<file path="src/rtl/intack_pkg.sv">
package intack_pkg;

  typedef enum logic [1:0] {
    ACK_IDLE = 2'd0,
    ACK_P1   = 2'd1,
    ACK_GAP  = 2'd2,
    ACK_P2   = 2'd3
  } ack_state_e;

endpackage

</file>
<file path="src/rtl/intack_edge.sv">
module intack_edge (
  input  logic clk_i,
  input  logic rst_ni,
  input  logic strobe_i,
  output logic rise_o,
  output logic fall_o
);

  logic strobe_q;

  always_ff @(posedge clk_i or negedge rst_ni) begin
    if (!rst_ni) strobe_q <= 1'b0;
    else         strobe_q <= strobe_i;
  end

  assign rise_o = strobe_i & ~strobe_q;
  assign fall_o = ~strobe_i & strobe_q;

endmodule

</file>
<file path="src/rtl/intack_seq.sv">
module intack_seq
  import intack_pkg::*;
(
  input  logic       clk_i,
  input  logic       rst_ni,
  input  logic       rise_i,
  input  logic       fall_i,
  output ack_state_e state_o,
  output logic       enter_p1_o,
  output logic       enter_p2_o,
  output logic       leave_p2_o
);

  ack_state_e state_q, state_n;

  always_comb begin
    state_n = state_q;
    unique case (state_q)
      ACK_IDLE: if (rise_i) state_n = ACK_P1;
      ACK_P1:   if (fall_i) state_n = ACK_GAP;
      ACK_GAP:  if (rise_i) state_n = ACK_P2;
      ACK_P2:   if (fall_i) state_n = ACK_IDLE;
      default:  state_n = ACK_IDLE;
    endcase
  end

  always_ff @(posedge clk_i or negedge rst_ni) begin
    if (!rst_ni) state_q <= ACK_IDLE;
    else         state_q <= state_n;
  end

  assign state_o    = state_q;
  assign enter_p1_o = (state_q == ACK_IDLE) & rise_i;
  assign enter_p2_o = (state_q == ACK_GAP)  & rise_i;
  assign leave_p2_o = (state_q == ACK_P2)   & fall_i;

endmodule

</file>
<file path="src/rtl/intack_path.sv">
module intack_path #(
  parameter int unsigned LVL_W = 3,
  parameter int unsigned VEC_W = 8
) (
  input  logic                   clk_i,
  input  logic                   rst_ni,
  input  logic                   enter_p1_i,
  input  logic                   enter_p2_i,
  input  logic                   leave_p2_i,
  input  logic                   win_valid_i,
  input  logic [LVL_W-1:0]       win_lvl_i,
  input  logic [VEC_W-1:0]       vec_base_i,
  input  logic                   aeoi_i,
  input  logic                   is_master_i,
  input  logic [(1<<LVL_W)-1:0]  casc_map_i,
  input  logic [LVL_W-1:0]       casc_i,
  output logic                   grant_o,
  output logic [LVL_W-1:0]       grant_lvl_o,
  output logic [VEC_W-1:0]       vec_o,
  output logic                   vec_oe_o,
  output logic [LVL_W-1:0]       casc_o,
  output logic                   casc_oe_o,
  output logic                   clr_o,
  output logic [LVL_W-1:0]       clr_lvl_o
);

  localparam int unsigned BASE_W = VEC_W - LVL_W;
  localparam logic [LVL_W-1:0] SPUR_LVL = {LVL_W{1'b1}};

  logic [LVL_W-1:0] lvl_q, lvl_n;
  logic             casc_q, casc_n;
  logic             drive_q, drive_n;
  logic             own_q, own_n;
  logic             grant_q, grant_n;
  logic             clr_q, clr_n;
  logic             upd_en;
  logic             slave_hit;

  assign slave_hit = (casc_i == casc_map_i[LVL_W-1:0]);
  assign upd_en    = enter_p1_i | enter_p2_i | leave_p2_i;

  always_comb begin
    lvl_n   = lvl_q;
    casc_n  = casc_q;
    drive_n = drive_q;
    own_n   = own_q;
    grant_n = 1'b0;
    clr_n   = 1'b0;
    if (enter_p1_i) begin
      drive_n = 1'b0;
      if (is_master_i) begin
        grant_n = win_valid_i;
        own_n   = win_valid_i;
        lvl_n   = win_valid_i ? win_lvl_i : SPUR_LVL;
        casc_n  = win_valid_i & casc_map_i[win_lvl_i];
      end else begin
        own_n  = 1'b0;
        casc_n = 1'b0;
      end
    end
    if (enter_p2_i) begin
      if (is_master_i) begin
        drive_n = ~casc_q;
      end else begin
        drive_n = slave_hit;
        grant_n = slave_hit & win_valid_i;
        own_n   = slave_hit & win_valid_i;
        lvl_n   = (slave_hit & win_valid_i) ? win_lvl_i : SPUR_LVL;
      end
    end
    if (leave_p2_i) begin
      clr_n   = aeoi_i & own_q;
      drive_n = 1'b0;
      casc_n  = 1'b0;
      own_n   = 1'b0;
    end
  end

  always_ff @(posedge clk_i or negedge rst_ni) begin
    if (!rst_ni) begin
      lvl_q   <= '0;
      casc_q  <= 1'b0;
      drive_q <= 1'b0;
      own_q   <= 1'b0;
    end else if (upd_en) begin
      lvl_q   <= lvl_n;
      casc_q  <= casc_n;
      drive_q <= drive_n;
      own_q   <= own_n;
    end
  end

  always_ff @(posedge clk_i or negedge rst_ni) begin
    if (!rst_ni) begin
      grant_q <= 1'b0;
      clr_q   <= 1'b0;
    end else begin
      grant_q <= grant_n;
      clr_q   <= clr_n;
    end
  end

  assign grant_o     = grant_q;
  assign grant_lvl_o = lvl_q;
  assign vec_oe_o    = drive_q;
  assign vec_o       = drive_q ? {vec_base_i[VEC_W-1 -: BASE_W], lvl_q} : '0;
  assign casc_oe_o   = casc_q;
  assign casc_o      = casc_q ? lvl_q : '0;
  assign clr_o       = clr_q;
  assign clr_lvl_o   = lvl_q;

endmodule

</file>
<file path="src/rtl/intack_ctrl.sv">
module intack_ctrl
  import intack_pkg::*;
#(
  parameter int unsigned LVL_W = 3,
  parameter int unsigned VEC_W = 8
) (
  input  logic                  clk_i,
  input  logic                  rst_ni,
  input  logic                  inta_i,
  input  logic                  win_valid_i,
  input  logic [LVL_W-1:0]      win_lvl_i,
  input  logic [VEC_W-1:0]      vec_base_i,
  input  logic                  aeoi_i,
  input  logic                  is_master_i,
  input  logic [(1<<LVL_W)-1:0] casc_map_i,
  input  logic [LVL_W-1:0]      casc_i,
  output logic                  grant_o,
  output logic [LVL_W-1:0]      grant_lvl_o,
  output logic [VEC_W-1:0]      vec_o,
  output logic                  vec_oe_o,
  output logic [LVL_W-1:0]      casc_o,
  output logic                  casc_oe_o,
  output logic                  clr_o,
  output logic [LVL_W-1:0]      clr_lvl_o
);

  logic       rst_meta_q, rst_sync_n;
  logic       rise, fall;
  logic       enter_p1, enter_p2, leave_p2;
  ack_state_e seq_state;

  // reset asserts at once, releases on the second clock edge
  always_ff @(posedge clk_i or negedge rst_ni) begin
    if (!rst_ni) begin
      rst_meta_q <= 1'b0;
      rst_sync_n <= 1'b0;
    end else begin
      rst_meta_q <= 1'b1;
      rst_sync_n <= rst_meta_q;
    end
  end

  intack_edge u_edge (
    .clk_i    (clk_i),
    .rst_ni   (rst_sync_n),
    .strobe_i (inta_i),
    .rise_o   (rise),
    .fall_o   (fall)
  );

  intack_seq u_seq (
    .clk_i      (clk_i),
    .rst_ni     (rst_sync_n),
    .rise_i     (rise),
    .fall_i     (fall),
    .state_o    (seq_state),
    .enter_p1_o (enter_p1),
    .enter_p2_o (enter_p2),
    .leave_p2_o (leave_p2)
  );

  intack_path #(.LVL_W(LVL_W), .VEC_W(VEC_W)) u_path (
    .clk_i       (clk_i),
    .rst_ni      (rst_sync_n),
    .enter_p1_i  (enter_p1),
    .enter_p2_i  (enter_p2),
    .leave_p2_i  (leave_p2),
    .win_valid_i (win_valid_i),
    .win_lvl_i   (win_lvl_i),
    .vec_base_i  (vec_base_i),
    .aeoi_i      (aeoi_i),
    .is_master_i (is_master_i),
    .casc_map_i  (casc_map_i),
    .casc_i      (casc_i),
    .grant_o     (grant_o),
    .grant_lvl_o (grant_lvl_o),
    .vec_o       (vec_o),
    .vec_oe_o    (vec_oe_o),
    .casc_o      (casc_o),
    .casc_oe_o   (casc_oe_o),
    .clr_o       (clr_o),
    .clr_lvl_o   (clr_lvl_o)
  );

endmodule

</file>
<file path="config.mk">
export PLATFORM = sky130hd
export DESIGN_NAME = intack_ctrl
export DESIGN_NICKNAME = d
export VERILOG_FILES = /design/src/rtl/intack_pkg.sv /design/src/rtl/intack_edge.sv /design/src/rtl/intack_seq.sv /design/src/rtl/intack_path.sv /design/src/rtl/intack_ctrl.sv
export SDC_FILE = /design/constraint.sdc
export NUM_CORES = 1
export LEC_CHECK = 0
export BUFFER_PORTS_ARGS = -buffer_cell sky130_fd_sc_hd__clkbuf_2
export CAP_MARGIN = 10
export CORE_UTILIZATION = 45
export CTS_CLUSTER_DIAMETER = 60
export DETAILED_ROUTE_END_ITERATION = 8
export GPL_ROUTABILITY_DRIVEN = 0
export GPL_TIMING_DRIVEN = 0
export PLACE_DENSITY_LB_ADDON = 0.08
export SKIP_CTS_REPAIR_TIMING = 1
export SYNTH_ARGS = -nofsm -noshare
export SYNTH_HDL_FRONTEND = slang
export SYNTH_SLANG_ARGS = --single-unit
</file>
<file path="constraint.sdc">
create_clock -name clk_i -period 0.95 [get_ports clk_i]
set_input_delay 0.0475 -clock clk_i [delete_from_list [all_inputs] [get_ports clk_i]]
set_output_delay 0.0475 -clock clk_i [all_outputs]
set_load 0.005 [all_outputs]
</file>
Word-level counts from Yosys, hierarchy flattened --
Cells that the tools add are included.
Storage, ports and cells: bits in registers 13, logic and storage cells 69
Cells by class: eq/ne operators 8, bitwise logic cells 13, reductions and logical operators 6, order comparisons 1, mux-type cells 31
Operators by type and width (number):
- $mux W3 | 7
- $mux W1 | 17
- $and A1 B1 Y1 | 8
- $mux W2 | 4
- $mux W8 | 1
- $ne A2 B1 Y1 const B | 4
- $pmux W2 S4 | 1
- $eq A2 B2 Y1 const B | 2
- $lt A3 B4 Y1 const B | 1
- $reduce_and A2 Y1 | 2
- $reduce_and A4 Y1 | 1
- $bmux W1 S3 | 1
- $eq A3 B3 Y1 | 1
- $not A1 Y1 | 3
- $reduce_bool A3 Y1 | 1
- $eq A2 B1 Y1 const B | 1
- $logic_not A2 Y1 | 1
- $or A1 B1 Y1 | 2
- $reduce_bool A2 Y1 | 1

Depth between registers and ports, before layout --
Gate-level depths: netlist (run 1).
depth in word-level cells 7, gate-level depth with buffers 6, gate-level depth less buffers 6

Modules after synthesis --
From an unflattened synthesis (run 1), not the netlist that was laid out.
Second synthesis, totals: cells, all modules 93, area total of the unflattened synthesis 909.6 um^2
Modules (own cells, without submodules):
- intack_path | seq. area each 200.2 um^2, area each 631.9 um^2, times used 1, cells an instance 70
- intack_seq | seq. area each 50.0 um^2, area each 183.9 um^2, times used 1, cells an instance 17
- intack_ctrl | seq. area each 50.0 um^2, area each 53.8 um^2, times used 1, cells an instance 3
- intack_edge | seq. area each 25.0 um^2, area each 40.0 um^2, times used 1, cells an instance 3

Worst setup path before layout (run 1) --
OpenSTA, ideal clock, no wires.
path kind reg2reg, from register u_seq.state_q[0], in the netlist u_seq.state_o[0], to register u_seq.state_q[1], in the netlist u_seq.state_o[1], path buffers 0, cell stages (with the launch flop) 6, arrival 1350 ps, period minus slack after synthesis 1477 ps, path slack -527 ps, path through dfrtp_1 inv_1 ha_1 or4_1 o211ai_1 a21oi_1
On the way: word-level cells in the longest chain between the ends 3, elaborated cells on any way between the ends 10
RTL lines:
- from (decl) | RTL line intack_seq.sv:14 | ack_state_e state_q, state_n;
- from (signal assigned) | RTL line intack_seq.sv:29 | else state_q <= state_n;
- $eq A2 B2 Y1, or another cell as far along | RTL line intack_seq.sv:18 | unique case (state_q)
- $ne A2 B1 Y1 (no source line)
- $reduce_and A4 Y1 (no source line)
Several ways; a longest one is shown, not always the timed one. A chain may end at the register's enable or synchronous reset.

Worst setup path in the final report (run 1) --
Ends and elaborated chain as after synthesis.

==> impl_results.md, run 1 <==
- Max cap viols: 0
- Final setup viols: 25
- Synthesis-to-layout area growth: 60.51%
- Final Hold Viols: 0
- Sequential-to-total area share from yosys stat: 39.33%
- Syn_nets: 120
- Critical Path RT: 1.09 ns
- Post-route setup slack: -0.5941 ns
- Crit path cell chain: inv_4 -> ha_4 -> or4_4 -> o211ai_1 -> a21oi_1
- IO Pins: 49
- Synth unique cells: 30
- Worst Clk Skew: 0.008221 ns
- Detailed Route Iter0 Violations: 11
- Longest Clk Path Bufs: 2
- Reg2reg end: u_seq.state_o[1]
- CP max-delay cell: or4_4
- CP Class: flip-flop to flip-flop
- Top cell family by delay on the critical path: simple AND/OR/NAND/NOR gates
- Tot GR Track Use: 18.03%
- Fraction of layout cells with a size suffix above 1: 57.53%
- Hpwl dp: 1391 um
- Hold slack: 0.04242 ns
- Count of state elements after synthesis: 13
- CP Launch Point: u_seq.state_o[0]
- Power Density: 2501 nW/um^2
- CP bufs+invs: 1
- Final ANT Viol Nets: 0
- Layout Nets: 179
- Antenna violations before repair: 0
- DIE WIDTH: 44.87 um
- Worst setup path end: u_seq.state_o[1]
- Endpoint class of the critical path: flip-flop
- Cells after Synth: 88
- Min-Delay Path Class: input port to flip-flop
- CTS tree: yes
- Final wirelength: 1931 um
- Via-to-Cell Ratio: 5.064
- Data arrival, critical path: 1.69 ns
- Clock-pin transition on the worst setup and hold timing paths: 0.08 ns
- Root buffer cell: clkbuf_4
- TritonCTS Buffers: 3
- First-pass GRT wire length: 2656 um
- Outcome: finished with violations
- Worst reg-to-reg path cell count: 5
- Die ar.: 2013 um^2
- Largest net degree at the start of global routing: 12
- Setup Total Neg Slack: -5.710 ns
- Crit start category: flip-flop
- Critical path depth: 5
- Vias in the first global route: 660
- Final Power: 0.003319 W
- Drt wl/cell: 11.29 um
- Yosys warns: 0
- Mean Syn Cell Area: 9.398 um^2
- Final Max Tran Viols: 0
- Unrepaired setup endpoints after global routing: true
- Dpl ws: -0.6337 ns
- Final instance area: 1328 um^2
- Lkg Pwr: 0.6685 nW
- Drt drc: 0
- # H-tree levels: 1
- Slowest stage delay, CP: 0.52 ns
- FMAX: 647.6 MHz
- Cell area after placement: 1107 um^2
- R2R Path Start: u_seq.state_o[0]
- Min Tclk post-route: 1.544 ns
- Chip height: 44.87 um
- Worst VDD drop: 1.914 mV
- Drt pass-1 iters: 4
- GRT overflow: 0
- R2R setup slack: -0.59 ns
- Worst-Skew Late Latency: 0.27 ns
- Fill cell count: 125
- Register area: 329.1 um^2
- Synthesized area: 827.0 um^2
- Most frequent cells in the layout: clkbuf_2, dfrtp_1, buf_6
- Tcrit/Tclk final: 162.5%
- Max FO, Critical Path: 5
- Antenna Cells: 0
- # rows: 15
- Vias: 866
- Core area: 1727 um^2
- Initial Util: 47.90%
- Most common cell after layout, fill and taps aside: clkbuf_2
- Clock Sinks: 13
- Area occupied by multi-input gates: 545.5 um^2
- Violated checks: negative setup slack
- Port buffer count: 44
-- cell type report --
type | instances | area share, %
multi-input combinational | 65 | 41.09
sequential | 13 | 24.79
timing repair buffer | 54 | 24.60
buffer | 4 | 3.110
tap | 25 | 2.356
inverter | 6 | 2.074
clock buffer | 4 | 1.979
-- state kept, by name (all words and copies together), names as in the netlist --
name,flops
u_path.clr_lvl_o,3
u_seq.state_o,2
rst_meta_q,1
rst_sync_n,1
u_edge.strobe_q,1
u_path.casc_oe_o,1
u_path.clr_o,1
u_path.grant_o,1
u_path.own_q,1
u_path.vec_oe_o,1
-- through the flow --
stage,utilization (%),instances
finish,76.88,171
global route,76.88,171
CTS,65.65,161
detailed placement,64.13,157
global placement,64.13,157
floorplan,-,88
-- worst min-delay path by stage --
stage                       from            to  slack, ns  cells past startpoint
after floorplan           rst_ni    rst_meta_q      -0.25                      0
after global routing      aeoi_i  u_path.clr_o       0.04                      2
after detailed placement  rst_ni    rst_sync_n      -0.17                      1
final                     aeoi_i  u_path.clr_o       0.04                      2
after CTS                 rst_ni    rst_meta_q      -0.44                      1
after global placement    rst_ni    rst_sync_n      -0.17                      1
-- report_power, final --
part	leakage (nW)	switching (W)	internal, W
Combinational	0.499	0.000805	0.00121
Sequential	0.154	0.000253	0.000730
Clock	0.0150	0.000158	0.000162
-- routing by layer --
metal	global-route usage (%)	vias to the layer above	share of wire (%)
met1	23.17	390	44
met3	2.400	2	6.0
li1	-	433	-
met4	5.455	0	0.73
met2	31.47	41	49
met5	0	-	0
-- cells by family after synthesis --
family	share of synthesized area (%)
compound gates	19.82
xor+xnor	3.178
fa+ha+maj	6.052
buf+inv	6.354
flops	39.33
mux	2.421
other cells	0.4534
simple gates	22.39
-- cells in the mapped netlist (all sizes together) --
master / number / area, um^2
o41ai: 1 / 16.27
conb: 1 / 3.750
a22o: 1 / 8.760
and3b: 1 / 8.760
a2111oi: 2 / 17.52
a21oi: 4 / 20.02
dfrtp: 13 / 325.3
nor4: 1 / 6.260
buf: 4 / 30.03
xor2: 3 / 26.28
and2: 11 / 68.82
o221ai: 1 / 8.760
a32o: 1 / 10.01
nand2: 8 / 30.03
and2b: 1 / 7.510
nor2b: 2 / 12.51
and3: 1 / 6.260
ha: 4 / 50.05
o211ai: 2 / 15.01
nand2b: 1 / 6.260
or4: 1 / 7.510
nor2: 3 / 11.26
mux2i: 2 / 20.02
nand3: 2 / 15.01
o21ai: 4 / 20.02
a31oi: 2 / 12.51
nor3: 1 / 5.000
inv: 6 / 22.52
o22a: 4 / 35.03
Power figures use the tool's default switching activity.
==> inputs of run 2 (changes only) <==
--- a/config.mk
+++ b/config.mk
@@ -13,6 +13,7 @@
 export GPL_ROUTABILITY_DRIVEN = 0
 export GPL_TIMING_DRIVEN = 0
 export PLACE_DENSITY_LB_ADDON = 0.08
+export SETUP_SLACK_MARGIN = 0.4
 export SKIP_CTS_REPAIR_TIMING = 1
 export SYNTH_ARGS = -nofsm -noshare
 export SYNTH_HDL_FRONTEND = slang
==> impl_results.md, run 2 (synthesis gave the netlist of run 1 again) <==
- Max cap viols: 0
- Cell area after placement: 1107 um^2
- Final ANT Viol Nets: 0
- Final wirelength: 2165 um
- Power Density: 2545 nW/um^2
- Reg power frac: 29.0%
- Tcrit/Tclk final: 169.3%
- CTS tree: yes
- Die ar.: 2013 um^2
- Fraction of layout cells with a size suffix above 1: 56.25%
- Final Hold Viols: 1
- Switch share: 37.58%
- Final core occ: 74.42%
- Fill cell count: 134
- Violated checks: negative hold slack, negative setup slack
- Crit start category: flip-flop
- TritonCTS Buffers: 3
- Clock-pin transition on the worst setup and hold timing paths: 0.08 ns
- Final instance area: 1285 um^2
- GRT overflow: 0
- Vias: 866
- Setup Total Neg Slack: -6.172 ns
- Inst Count DP: 157
- Final setup viols: 26
- Hold Crit Depth: 1
- Hold slack: -0.01407 ns
- Final Power: 0.003270 W
- Lkg Pwr: 0.6596 nW
- Max FO, Critical Path: 5
- Largest net degree at the start of global routing: 12
- Slowest stage delay, CP: 0.47 ns
- Worst VDD drop: 1.634 mV
- CP max-delay cell: dfrtp_2
- Crit path cell chain: inv_2 -> ha_2 -> or4_1 -> o211ai_1 -> a21oi_1
- Most frequent cells in the layout: clkbuf_2, buf_6, dfrtp_1
- Initial Util: 47.90%
- Non-filler instance count after layout: 169
- Antenna Cells: 0
- Critical Path RT: 1.11 ns
- Min Tclk post-route: 1.609 ns
- Drt wl/cell: 12.81 um
- Port buffer count: 44
- CP bufs+invs: 1
- First-pass GRT wire length: 2670 um
- Pint: 0.002042 W
- # H-tree levels: 1
- Outcome: finished with violations
- Register area: 330.3 um^2
- Detailed Route Iter0 Violations: 13
- Endpoint class of the critical path: flip-flop
- Tot GR Track Use: 18.55%
- Top cell family by delay on the critical path: flip-flops
- Reg2reg end: u_seq.state_o[1]
- Max reg flops: 3
- IO Pins: 49
- Synthesis-to-layout area growth: 55.37%
- Layout Nets: 177
- Min-Delay Startpoint: inta_i
- CP Class: flip-flop to flip-flop
- Hold EP: u_edge.strobe_q
- Most common cell after layout, fill and taps aside: clkbuf_2
- Drt pass-1 iters: 4
- R2R Path Start: u_seq.state_o[1]
- Chip height: 44.87 um
- Part of the power in combinational logic: 61.0%
- Antenna violations before repair: 0
- Longest Clk Path Bufs: 2
- Worst reg-to-reg path cell count: 5
- Data arrival, critical path: 1.77 ns
- Clock power frac: 10.0%
- Core area: 1727 um^2
- # rows: 15
- Unrepaired setup endpoints after global routing: true
- Post-route setup slack: -0.6588 ns
- Vias in the first global route: 641
- Area occupied by multi-input gates: 516.7 um^2
- Clock Sinks: 13
- Hpwl dp: 1458 um
- Worst Clk Skew: 0.008115 ns
- Drt drc: 0
- Final Max Tran Viols: 0
- Via-to-Cell Ratio: 5.124
- FMAX: 621.6 MHz
- R2R setup slack: -0.66 ns
- Root buffer cell: clkbuf_4
- DIE WIDTH: 44.87 um
- Psw: 0.001229 W
- Min-Delay Path Class: input port to flip-flop
- Worst-Skew Late Latency: 0.27 ns
## run 2: cell count changes in the layout (fill, tap and decap cells not counted), moves of 2 or more
cell    delta
buf_4      -3
and2_1     -2
and2_4     +2
buf_6      +2
ha_1       +2
ha_4       -2
inv_2      +2
inv_4      -2
## run 2: metal layers
metal,GRT usage (%),vias up,part of all wire [%]
li1,-,422,-
met1,21.21,399,40
met2,32.94,41,53
met3,3.600,4,4.8
met4,9.091,0,1.6
met5,0,-,0
## run 2: how the worst max path moves through the flow
stage | start | endpoint | slack, ns | cells past startpoint
after CTS | u_seq.state_o[0] | u_path.clr_lvl_o[1] | -0.66 | 6
final | u_seq.state_o[1] | u_seq.state_o[1] | -0.66 | 5
after global routing | u_seq.state_o[0] | u_seq.state_o[1] | -0.69 | 6
after detailed placement | u_seq.state_o[0] | u_path.clr_lvl_o[1] | -0.63 | 6
after global placement | u_seq.state_o[0] | u_path.clr_lvl_o[1] | -0.64 | 6
after floorplan | u_seq.state_o[0] | u_path.clr_lvl_o[0] | -0.51 | 6
## run 2: worst register-to-register path: cells and delay by family (launching register included)
kind,cells,cell delay [ns]
DFF,1,0.47
and+or+nand+nor,1,0.44
adders and majority gates,1,0.30
AOI/OAI and AO/OA,2,0.19
buffers and inverters,1,0.10
## run 2: cell type report
cell class	instances	area share (%)
Buffer	4	3.213
Clock buffer	4	2.045
Inverter	6	1.753
Multi-Input combinational cell	65	40.21
Sequential cell	13	25.71
Tap cell	25	2.434
Timing Repair Buffer	52	24.63
## run 2: power groups by stage
| stage | combinational, W | sequential [W] | clock [W] |
|---|---|---|---|
| 2_1_floorplan | 0.000899 | 0.000904 | 0 |
| 6_report | 0.00200 | 0.000948 | 0.000327 |
| 3_5_place_dp | 0.00139 | 0.000952 | 0 |
| 5_1_grt | 0.00215 | 0.000974 | 0.000354 |
| 4_1_cts | 0.00139 | 0.000943 | 0.000335 |
| 3_3_place_gp | 0.00134 | 0.000939 | 0 |
## run 2: through the flow
step | setup WS [ns] | hold slack, ns
finish | -0.6588 | -0.01407
global route | -0.6945 | -0.01469
CTS | -0.6613 | -0.4559
detailed placement | -0.6322 | -0.1662
global placement | -0.6445 | -0.1678
floorplan | -0.5117 | -0.2481
